--- src/rtl/crtr_pkg.sv ---
package crtr_pkg;
  typedef enum logic [1:0] {
    OP_INT_BIT = 2'b00,
    OP_INT_NIB = 2'b01,
    OP_CR_BIT  = 2'b10,
    OP_RSVD    = 2'b11
  } crtr_op_e;
endpackage

--- src/rtl/crtr_match.sv ---
module crtr_match #(
  parameter int FIELD_W = 4
) (
  input  logic [FIELD_W-1:0] fld_i,
  input  logic [FIELD_W-1:0] mask_i,
  input  logic [FIELD_W-1:0] patt_i,
  output logic [FIELD_W-1:0] match_o
);
  // one equality test per field bit, gated by its mask bit
  for (genvar j = 0; j < FIELD_W; j++) begin : g_bit
    assign match_o[j] = mask_i[j] & ~(patt_i[j] ^ fld_i[j]);
  end

  always_comb begin
    // a bit never reports a match when it is masked out
    a_r1_masked_quiet: assert ((match_o & ~mask_i) == '0)
      else $error("R1 match outside mask");
  end
endmodule

--- src/rtl/crtr_reduce.sv ---
module crtr_reduce #(
  parameter int FIELD_W = 4
) (
  input  logic [FIELD_W-1:0] match_i,
  input  logic               any_i,
  output logic               res_o
);
  logic or_r, and_r;
  assign or_r  = |match_i;
  assign and_r = &match_i;
  assign res_o = any_i ? or_r : and_r;

  always_comb begin
    // no match bit set means a zero result in either mode
    a_r4_empty_zero: assert (!((match_i == '0) && res_o))
      else $error("R4 empty match gave one");
  end
endmodule

--- src/rtl/crtr_place.sv ---
module crtr_place
  import crtr_pkg::*;
#(
  parameter int FIELD_W   = 4,
  parameter int CR_FIELDS = 8,
  parameter int INT_W     = 64,
  localparam int CR_W     = FIELD_W * CR_FIELDS,
  localparam int IDX_W    = $clog2(CR_W)
) (
  input  crtr_op_e            op_i,
  input  logic                res_i,
  input  logic [FIELD_W-1:0]  match_i,
  input  logic [IDX_W-1:0]    tgt_i,
  input  logic [CR_W-1:0]     cr_i,
  output logic [INT_W-1:0]    int_o,
  output logic [CR_W-1:0]     cr_o
);
  logic cr_wr;
  assign cr_wr = (op_i == OP_CR_BIT);

  always_comb begin
    int_o = '0;
    unique case (op_i)
      OP_INT_BIT: int_o[0] = res_i;
      OP_INT_NIB: int_o[FIELD_W-1:0] = match_i;
      default:    int_o = '0;
    endcase
  end

  // register bits are addressed most-significant-first
  for (genvar b = 0; b < CR_W; b++) begin : g_crbit
    localparam logic [IDX_W-1:0] MY_ADDR = IDX_W'(CR_W - 1 - b);
    assign cr_o[b] = (cr_wr && (tgt_i == MY_ADDR)) ? res_i : cr_i[b];
  end

  always_comb begin
    // a register write changes at most one bit
    a_r7_single_bit: assert ($countones(cr_o ^ cr_i) <= 1)
      else $error("R7 more than one bit changed");
    // other ops leave the register intact
    a_r8_cr_untouched: assert (cr_wr || (cr_o == cr_i))
      else $error("R8 register changed");
    // integer word never carries anything above the nibble
    a_r6_int_upper_zero: assert (int_o[INT_W-1:FIELD_W] == '0)
      else $error("R6 upper integer bits set");
  end
endmodule

--- src/rtl/crtr_unit.sv ---
module crtr_unit
  import crtr_pkg::*;
#(
  parameter int FIELD_W   = 4,
  parameter int CR_FIELDS = 8,
  parameter int INT_W     = 64,
  localparam int CR_W     = FIELD_W * CR_FIELDS,
  localparam int IDX_W    = $clog2(CR_W)
) (
  input  logic               clk,
  input  logic               rst,
  input  logic               in_valid,
  output logic               in_ready,
  input  logic [FIELD_W-1:0] fld_i,
  input  logic [FIELD_W-1:0] mask_i,
  input  logic [FIELD_W-1:0] patt_i,
  input  logic               any_i,
  input  logic [1:0]         op_i,
  input  logic [IDX_W-1:0]   tgt_i,
  input  logic [CR_W-1:0]    cr_i,
  output logic               out_valid,
  input  logic               out_ready,
  output logic               res_o,
  output logic [FIELD_W-1:0] match_o,
  output logic [INT_W-1:0]   int_o,
  output logic [CR_W-1:0]    cr_o
);
  logic [FIELD_W-1:0] m_c;
  logic               r_c;
  logic [INT_W-1:0]   i_c;
  logic [CR_W-1:0]    c_c;
  logic               take;

  crtr_match #(.FIELD_W(FIELD_W)) u_match (
    .fld_i(fld_i), .mask_i(mask_i), .patt_i(patt_i), .match_o(m_c)
  );

  crtr_reduce #(.FIELD_W(FIELD_W)) u_reduce (
    .match_i(m_c), .any_i(any_i), .res_o(r_c)
  );

  crtr_place #(.FIELD_W(FIELD_W), .CR_FIELDS(CR_FIELDS), .INT_W(INT_W)) u_place (
    .op_i(crtr_op_e'(op_i)), .res_i(r_c), .match_i(m_c), .tgt_i(tgt_i),
    .cr_i(cr_i), .int_o(i_c), .cr_o(c_c)
  );

  assign in_ready = !out_valid || out_ready;
  assign take     = in_valid && in_ready;

  always_ff @(posedge clk) begin
    if (rst) begin
      out_valid <= 1'b0;
      res_o     <= 1'b0;
      match_o   <= '0;
      int_o     <= '0;
      cr_o      <= '0;
    end else if (take) begin
      out_valid <= 1'b1;
      res_o     <= r_c;
      match_o   <= m_c;
      int_o     <= i_c;
      cr_o      <= c_c;
    end else if (out_ready) begin
      out_valid <= 1'b0;
    end
  end

  // an accepted request is presented on the next cycle
  a_r9_accept_next: assert property (@(posedge clk) disable iff (rst)
    (in_valid && in_ready) |=> out_valid)
    else $error("R9 accepted request not presented");

  // a stalled result is frozen
  a_r10_stall_hold: assert property (@(posedge clk) disable iff (rst)
    (out_valid && !out_ready) |=> (out_valid && $stable(res_o) && $stable(match_o)
                                   && $stable(int_o) && $stable(cr_o)))
    else $error("R10 stalled result moved");

  // no acceptance while stalled
  a_r10_no_take_stalled: assert property (@(posedge clk) disable iff (rst)
    (out_valid && !out_ready) |-> !in_ready)
    else $error("R10 ready during stall");
endmodule

--- config.mk ---
export PLATFORM = sky130hd
export DESIGN_NAME = crtr_unit
export DESIGN_NICKNAME = d
export VERILOG_FILES = /design/src/rtl/crtr_pkg.sv /design/src/rtl/crtr_match.sv /design/src/rtl/crtr_reduce.sv /design/src/rtl/crtr_place.sv /design/src/rtl/crtr_unit.sv
export SDC_FILE = /design/constraint.sdc
export NUM_CORES = 1
export LEC_CHECK = 0
export BUFFER_PORTS_ARGS = -buffer_cell sky130_fd_sc_hd__buf_2
export CAP_MARGIN = 20
export CORE_ASPECT_RATIO = 1.2
export CORE_MARGIN = 3
export CORE_UTILIZATION = 30
export DETAILED_ROUTE_END_ITERATION = 7
export PLACE_DENSITY = 0.62
export SETUP_SLACK_MARGIN = 0.05
export SLEW_MARGIN = 30
export SYNTH_ARGS = -nofsm -noshare
export SYNTH_HDL_FRONTEND = slang
export SYNTH_SLANG_ARGS = --single-unit
--- constraint.sdc ---
create_clock -name clk -period 1.8 [get_ports clk]
set_input_delay 0.18 -clock clk [delete_from_list [all_inputs] [get_ports clk]]
set_output_delay 0.18 -clock clk [all_outputs]
set_load 0.01 [all_outputs]
### Word level (Yosys, flattened, before mapping)

Index checks and enable logic that the tools add are counted.

| operators by class | value |
|---|---|
| $add $sub $neg | 0 |
| multipliers | 0 |
| divide/modulo/power cells | 0 |
| order comparisons | 0 |
| equal/unequal tests | 33 |
| shift operators | 0 |
| muxes and demuxes | 37 |
| bitwise logic cells | 12 |
| reductions and logical operators | 40 |

Operators with widths:

| operator | count |
|---|---|
| $eq 5x5->1 const B | 16 |
| $eq 5x4->1 const B | 8 |
| $mux 1 | 35 |
| $logic_and 1x1->1 | 33 |
| $eq 5x3->1 const B | 4 |
| $eq 5x2->1 const B | 2 |
| $eq 5x1->1 const B | 1 |
| $logic_not 5->1 | 1 |
| $and 1x1->1 | 4 |
| $not 1->1 | 4 |
| $reduce_and 4->1 | 1 |
| $reduce_or 4->1 | 1 |
| $xor 1x1->1 | 4 |
| $mux 3 | 1 |
| $eq 2x1->1 const B | 1 |
| $eq 2x2->1 const B | 1 |
| $logic_not 2->1 | 1 |
| $pmux 1 s2 | 1 |
| $reduce_bool 2->1 | 1 |
| $logic_not 1->1 | 1 |
| $logic_or 1x1->1 | 1 |

| storage, ports and cells | value |
|---|---|
| register bits after elaboration | 42 |
| bits in latches | 0 |
| RAM bits | 0 |
| bits in read-only memories | 0 |
| output and inout bits | 103 |
| logic and storage cells | 127 |
| memories kept | 0 |

### Logic depth before layout (Yosys ltp)

| logic depth | value |
|---|---|
| word-level depth | 6 |
| gate-level depth with buffers | 7 |
| mapped depth without buffers | 5 |

### Cells and area by module

Synthesis repeated with hierarchy kept, for this count alone.

| second synthesis, totals | value |
|---|---|
| cells, all modules | 633 |
| area total of the unflattened synthesis | 5954.5 um2 |

Modules (own cells, without submodules):

| module | instances | cells an instance | area each (um2) |
|---|---|---|---|
| crtr_unit | 1 | 465 | 4624.4 |
| crtr_place | 1 | 157 | 1243.7 |
| crtr_match | 1 | 8 | 60.1 |
| crtr_reduce | 1 | 3 | 26.3 |

### Worst setup path after synthesis

No wires, ideal clock.

| path | value |
|---|---|
| path kind | reg2reg |
| start point | reg out_valid |
| end point | reg cr_o[3] |
| setup time | 0.095 ns |
| data arrival time | 1.440 ns |
| required time | 1.705 ns |
| path slack | 0.265 ns |
| stages on the path, launching flop included | 7 |
| buffers on the path | 2 |
| clock period less this slack | 1.535 ns |
| cells stage by stage | dfxtp_1 > nand2b_1 > nand2_1 > buf_2 > clkbuf_1 > nand2_1 > a221oi_1 |

| between the ends | value |
|---|---|
| longest elaborated chain between the ends | 3 |

RTL lines:

| what | RTL line | text |
|---|---|---|
| from (decl) | crtr_unit.sv:21 | `output logic out_valid,` |
| from (signal assigned) | crtr_unit.sv:52 | `out_valid <= 1'b0;` |
| from (signal assigned) | crtr_unit.sv:58 | `out_valid <= 1'b1;` |
| from (signal assigned) | crtr_unit.sv:64 | `out_valid <= 1'b0;` |
| $logic_not 1->1 | crtr_unit.sv:47 | `assign in_ready = !out_valid \|\| out_ready;` |
| $logic_or 1x1->1 | crtr_unit.sv:47 |  |
| via in_ready | crtr_unit.sv:13 | `output logic in_ready,` |
| $logic_and 1x1->1 | crtr_unit.sv:48 | `assign take = in_valid && in_ready;` |
| to (signal assigned) | crtr_unit.sv:56 | `cr_o <= '0;` |
| to (signal assigned) | crtr_unit.sv:62 | `cr_o <= c_c;` |
| to (decl) | crtr_unit.sv:26 | `output logic [CR_W-1:0] cr_o` |

The timed path passes the listed nets, and every way through them passes these cells.
A chain may end at the register's enable or synchronous reset.

### Worst setup path in the final report

| path | value |
|---|---|
| start point | in fld_i[1] |
| end point | reg cr_o[31] |

| between the ends | value |
|---|---|
| longest elaborated chain between the ends | 6 |

RTL lines:

| what | RTL line | text |
|---|---|---|
| from (decl) | crtr_unit.sv:14 | `input logic [FIELD_W-1:0] fld_i,` |
| $xor 1x1->1 (*) | crtr_match.sv:11 | `assign match_o[j] = mask_i[j] & ~(patt_i[j] ^ fld_i[j]);` |
| $not 1->1 (*) | crtr_match.sv:11 |  |
| $and 1x1->1 (*) | crtr_match.sv:11 |  |
| $reduce_and 4->1 / $reduce_or 4->1 (equally long branches) | crtr_reduce.sv:10, crtr_reduce.sv:9 |  |
| $mux 1 (*) | crtr_reduce.sv:11 | `assign res_o = any_i ? or_r : and_r;` |
| $mux 1 (*) | crtr_place.sv:33 | `assign cr_o[b] = (cr_wr && (tgt_i == MY_ADDR)) ? res_i : cr_i[b];` |

Every way passes the cells marked *; elsewhere a longest branch is shown, timed or not.

==> results.md <==
* Maximum number of pins on one net before global-route repair at 62
* Maxcap violations at 0
* Depth of the most critical reg-to-reg path at 5
* Routability congestion estimate at 0.887
* Post-detailed-routing wire length at 7.79 mm
* Vertical die dimension at 111 um
* Total power per unit cell area at 688 nW/um2
* Number of buffers between clock root and the deepest sink at 2
* CTS tree: done
* Count of instances resized after the clock tree is built at 0
* Average cell area after synthesis at 7.79 um2
* Status: finished, final reports clean
* Met2 WL post-DR at 3.58 mm
* Growth of design area from synthesis to finish at 20.9%
* Number of input and output port buffers inserted at 98
* Worst Path Required at 1.96 ns
* Kind of end point of the critical path: flip-flop
* Clk_lat worst skew at 0.30 ns
* Fraction of the cycle the final worst path needs at 83.2%
* Depth of the worst hold-timing path at 3
* Total instance count after detailed placement at 560
* Global-route wire length before repair at 12.0 mm
* Register-to-register setup slack at 0.33 ns
* Worst hold slack at 0.137 ns
* Area of the mapped netlist at 2750 um2
* Number of clock buffers inserted by TritonCTS at 5
* Die X-Extent at 93.4 um
* Peak fanout along the critical path at 10
* DP Wirelength at 5.99 mm
* All-layer global routing usage at 14.0%
* Post-DRT Antenna Nets at 0
* Maximum resistive drop on vdd at 345 uV
* Cell Area, Placed at 3220 um2
* Leakage power at 0.00149 uW
* Post-Layout Inst Area at 3320 um2
* Final-report max-slew violation count at 0
* Clock-pin slew of the registers on the worst-case setup and hold paths at 0.08 ns
* Relative slew slack at 58.9%
* Antenna violations before repair at 0
* NumNets Final at 506
* Share of layout cells above drive strength 1 at 31.7%
* Via count at 2707
* Worst hold path type: primary input to flip-flop
* Warnings, synthesis at 0
* Kind of critical path: primary input to flip-flop
* CP Launch Type: primary input
* Reg-to-reg startpoint: out_valid
* Reg2Reg Capture Point: cr_o[9]
* Antenna diode count at 0
* Final number of hold-violating endpoints at 0
* DIE AREA at 10400 um2
* H-tree levels at 2
* Drt initial violations at 136
* Number of buffers added for setup after CTS at 0
* Flops & latches, synth at 42
* Detailed-route DRC error count at 0
* Iteration count of the initial detailed-routing pass at 4
* Setup repair after global routing missed its margin: false
* Core Region at 8750 um2
* Number of distinct library cells after synthesis at 31
* Hold path start: in_valid
* CTS hold repair buffers at 0
* Initial core utilization at 31.4%
* Top Ports at 159
* Avg WL per Cell at 13.7 um
* Final cell count without fillers at 568
* Destination of the worst hold path: out_valid
* Remaining global-route overflow at 0
* WL met1 at 3.39 mm
* Final critical-path required period at 1.50 ns
* Measured slew at the worst slew-check pin at 0.613 ns
* Setup TNS at 0 ns
* Drt via density at 4.77
* Vias in the first global route at 2449
* Worst setup skew after layout at 0.00523 ns
* Max Clock Freq at 668 MHz
* Std cell rows at 37
* Number of instances in the synthesized netlist at 353
* Highest metal layer with signal wires: met4
* Data arrival time at the worst-slack endpoint at 1.66 ns
* Clock Tree Root: sky130_fd_sc_hd__clkbuf_8
* Post-synthesis sequential area ratio at 30.6%
* Setup violators final at 0
* Final Core Density at 38.0%
* Total length of routed met3 wires at 721 um
* Clk sinks at 42
-- per-layer routing --
metal / vias up / global-route usage [%]
li1: 1320 / -
met3: 9 / 3.67
met2: 116 / 22.8
met1: 1262 / 18.3
met4: 0 / 3.62
met5: - / 0
-- worst max path at each step --
| stage | endpoint | cells past startpoint | from |
|---|---|---|---|
| global placement | cr_o[31] | 8 | fld_i[1] |
| global route | cr_o[21] | 5 | out_valid |
| floorplan | cr_o[3] | 6 | out_valid |
| finish | cr_o[31] | 8 | fld_i[1] |
| detailed placement | cr_o[31] | 8 | fld_i[1] |
| CTS | cr_o[31] | 8 | fld_i[1] |
-- cells in the final DEF, fill, tap and decap left out --
master / Yosys / routed
sky130_fd_sc_hd__clkbuf_8: 0 / 5
sky130_fd_sc_hd__o31ai_1: 1 / 1
sky130_fd_sc_hd__o21a_1: 1 / 1
sky130_fd_sc_hd__buf_2: 1 / 98
sky130_fd_sc_hd__nor3_2: 2 / 2
sky130_fd_sc_hd__a221oi_1: 11 / 11
sky130_fd_sc_hd__buf_12: 0 / 4
sky130_fd_sc_hd__nand4_1: 1 / 1
sky130_fd_sc_hd__clkinv_2: 0 / 2
sky130_fd_sc_hd__a32oi_1: 3 / 3
sky130_fd_sc_hd__and2_1: 2 / 2
sky130_fd_sc_hd__nand2_1: 47 / 46
sky130_fd_sc_hd__buf_4: 60 / 9
sky130_fd_sc_hd__xnor2_1: 4 / 4
sky130_fd_sc_hd__bufinv_16: 0 / 1
sky130_fd_sc_hd__nor3_1: 1 / 1
sky130_fd_sc_hd__o21ai_0: 32 / 32
sky130_fd_sc_hd__nor2_1: 43 / 43
sky130_fd_sc_hd__nand2_2: 0 / 1
sky130_fd_sc_hd__a221oi_2: 20 / 20
sky130_fd_sc_hd__nand3_1: 9 / 9
sky130_fd_sc_hd__nor2b_1: 5 / 5
sky130_fd_sc_hd__conb_1: 1 / 60
sky130_fd_sc_hd__a31oi_1: 1 / 1
sky130_fd_sc_hd__a41oi_1: 1 / 1
sky130_fd_sc_hd__nand2b_1: 1 / 1
sky130_fd_sc_hd__o41ai_4: 1 / 1
sky130_fd_sc_hd__a21oi_1: 37 / 37
sky130_fd_sc_hd__a311oi_1: 1 / 1
sky130_fd_sc_hd__a211oi_1: 1 / 1
sky130_fd_sc_hd__dfxtp_1: 42 / 42
sky130_fd_sc_hd__nor4_1: 1 / 1
sky130_fd_sc_hd__inv_1: 4 / 4
-- cells by family (layout without fill, tap and decap cells) --
family,count (synthesis),count (layout),share of synthesized area (%)
compound gates,110,110,30.6
xor+xnor,4,4,1.27
buf+inv,84,123,20.3
flops,42,42,30.6
other cells,1,60,0.136
simple gates,112,112,17.1
-- sequential cells by signal, indices dropped and copies added (netlist names) --
name,flops
match_o,4
cr_o,32
out_valid,1
res_o,1
int_o,4
-- per-stage QoR --
stage               total power (uW)  setup WS [ns]
finish                          2290          0.303
floorplan                       1440          0.265
CTS                             2300          0.271
global placement                1540       0.000509
detailed placement              1550        -0.0710
global route                    2390          0.163
-- cell type report --
class / count / area, um2
fillers: 931 / 5430
inverters: 4 / 15.0
flip-flops and latches: 42 / 841
multi-input cells: 286 / 1580
clock buffers: 5 / 68.8
clock inverters: 3 / 40.0
well taps: 117 / 146
repair buffers: 111 / 638
-- critical path, cell delays in order --
cell and delay [ns]:
sky130_fd_sc_hd__buf_2 0.10, sky130_fd_sc_hd__xnor2_1 0.13, sky130_fd_sc_hd__nand2_1 0.15, sky130_fd_sc_hd__a31oi_1 0.11, sky130_fd_sc_hd__buf_4 0.16, sky130_fd_sc_hd__nor3_2 0.53, sky130_fd_sc_hd__buf_12 0.23, sky130_fd_sc_hd__a221oi_2 0.06
-- power by group --
part | switching [uW] | internal, uW | total (uW)
Sequential | 34.7 | 981 | 1020
Clock | 344 | 409 | 752
Combinational | 323 | 194 | 518
Total | 702 | 1580 | 2290
-- synthesized netlist by cell type, drive strengths merged --
cell type | count | area [um2]
buf | 64 | 482
a221oi | 31 | 397
a311oi | 1 | 8.76
o21ai | 32 | 160
a32oi | 3 | 26.3
nor2 | 43 | 161
o21a | 1 | 7.51
clkbuf | 16 | 60.1
nand3 | 9 | 45.0
o31ai | 1 | 7.51
nand2b | 1 | 6.26
a31oi | 1 | 6.26
nor2b | 5 | 31.3
a41oi | 1 | 8.76
conb | 1 | 3.75
nor3 | 3 | 25.0
dfxtp | 42 | 841
nand2 | 47 | 176
a21oi | 37 | 185
nor4 | 1 | 6.26
inv | 4 | 15.0
a211oi | 1 | 7.51
o41ai | 1 | 27.5
nand4 | 1 | 6.26
xnor2 | 4 | 35.0
and2 | 2 | 12.5
No activity file was read; power rests on OpenSTA's default activity.
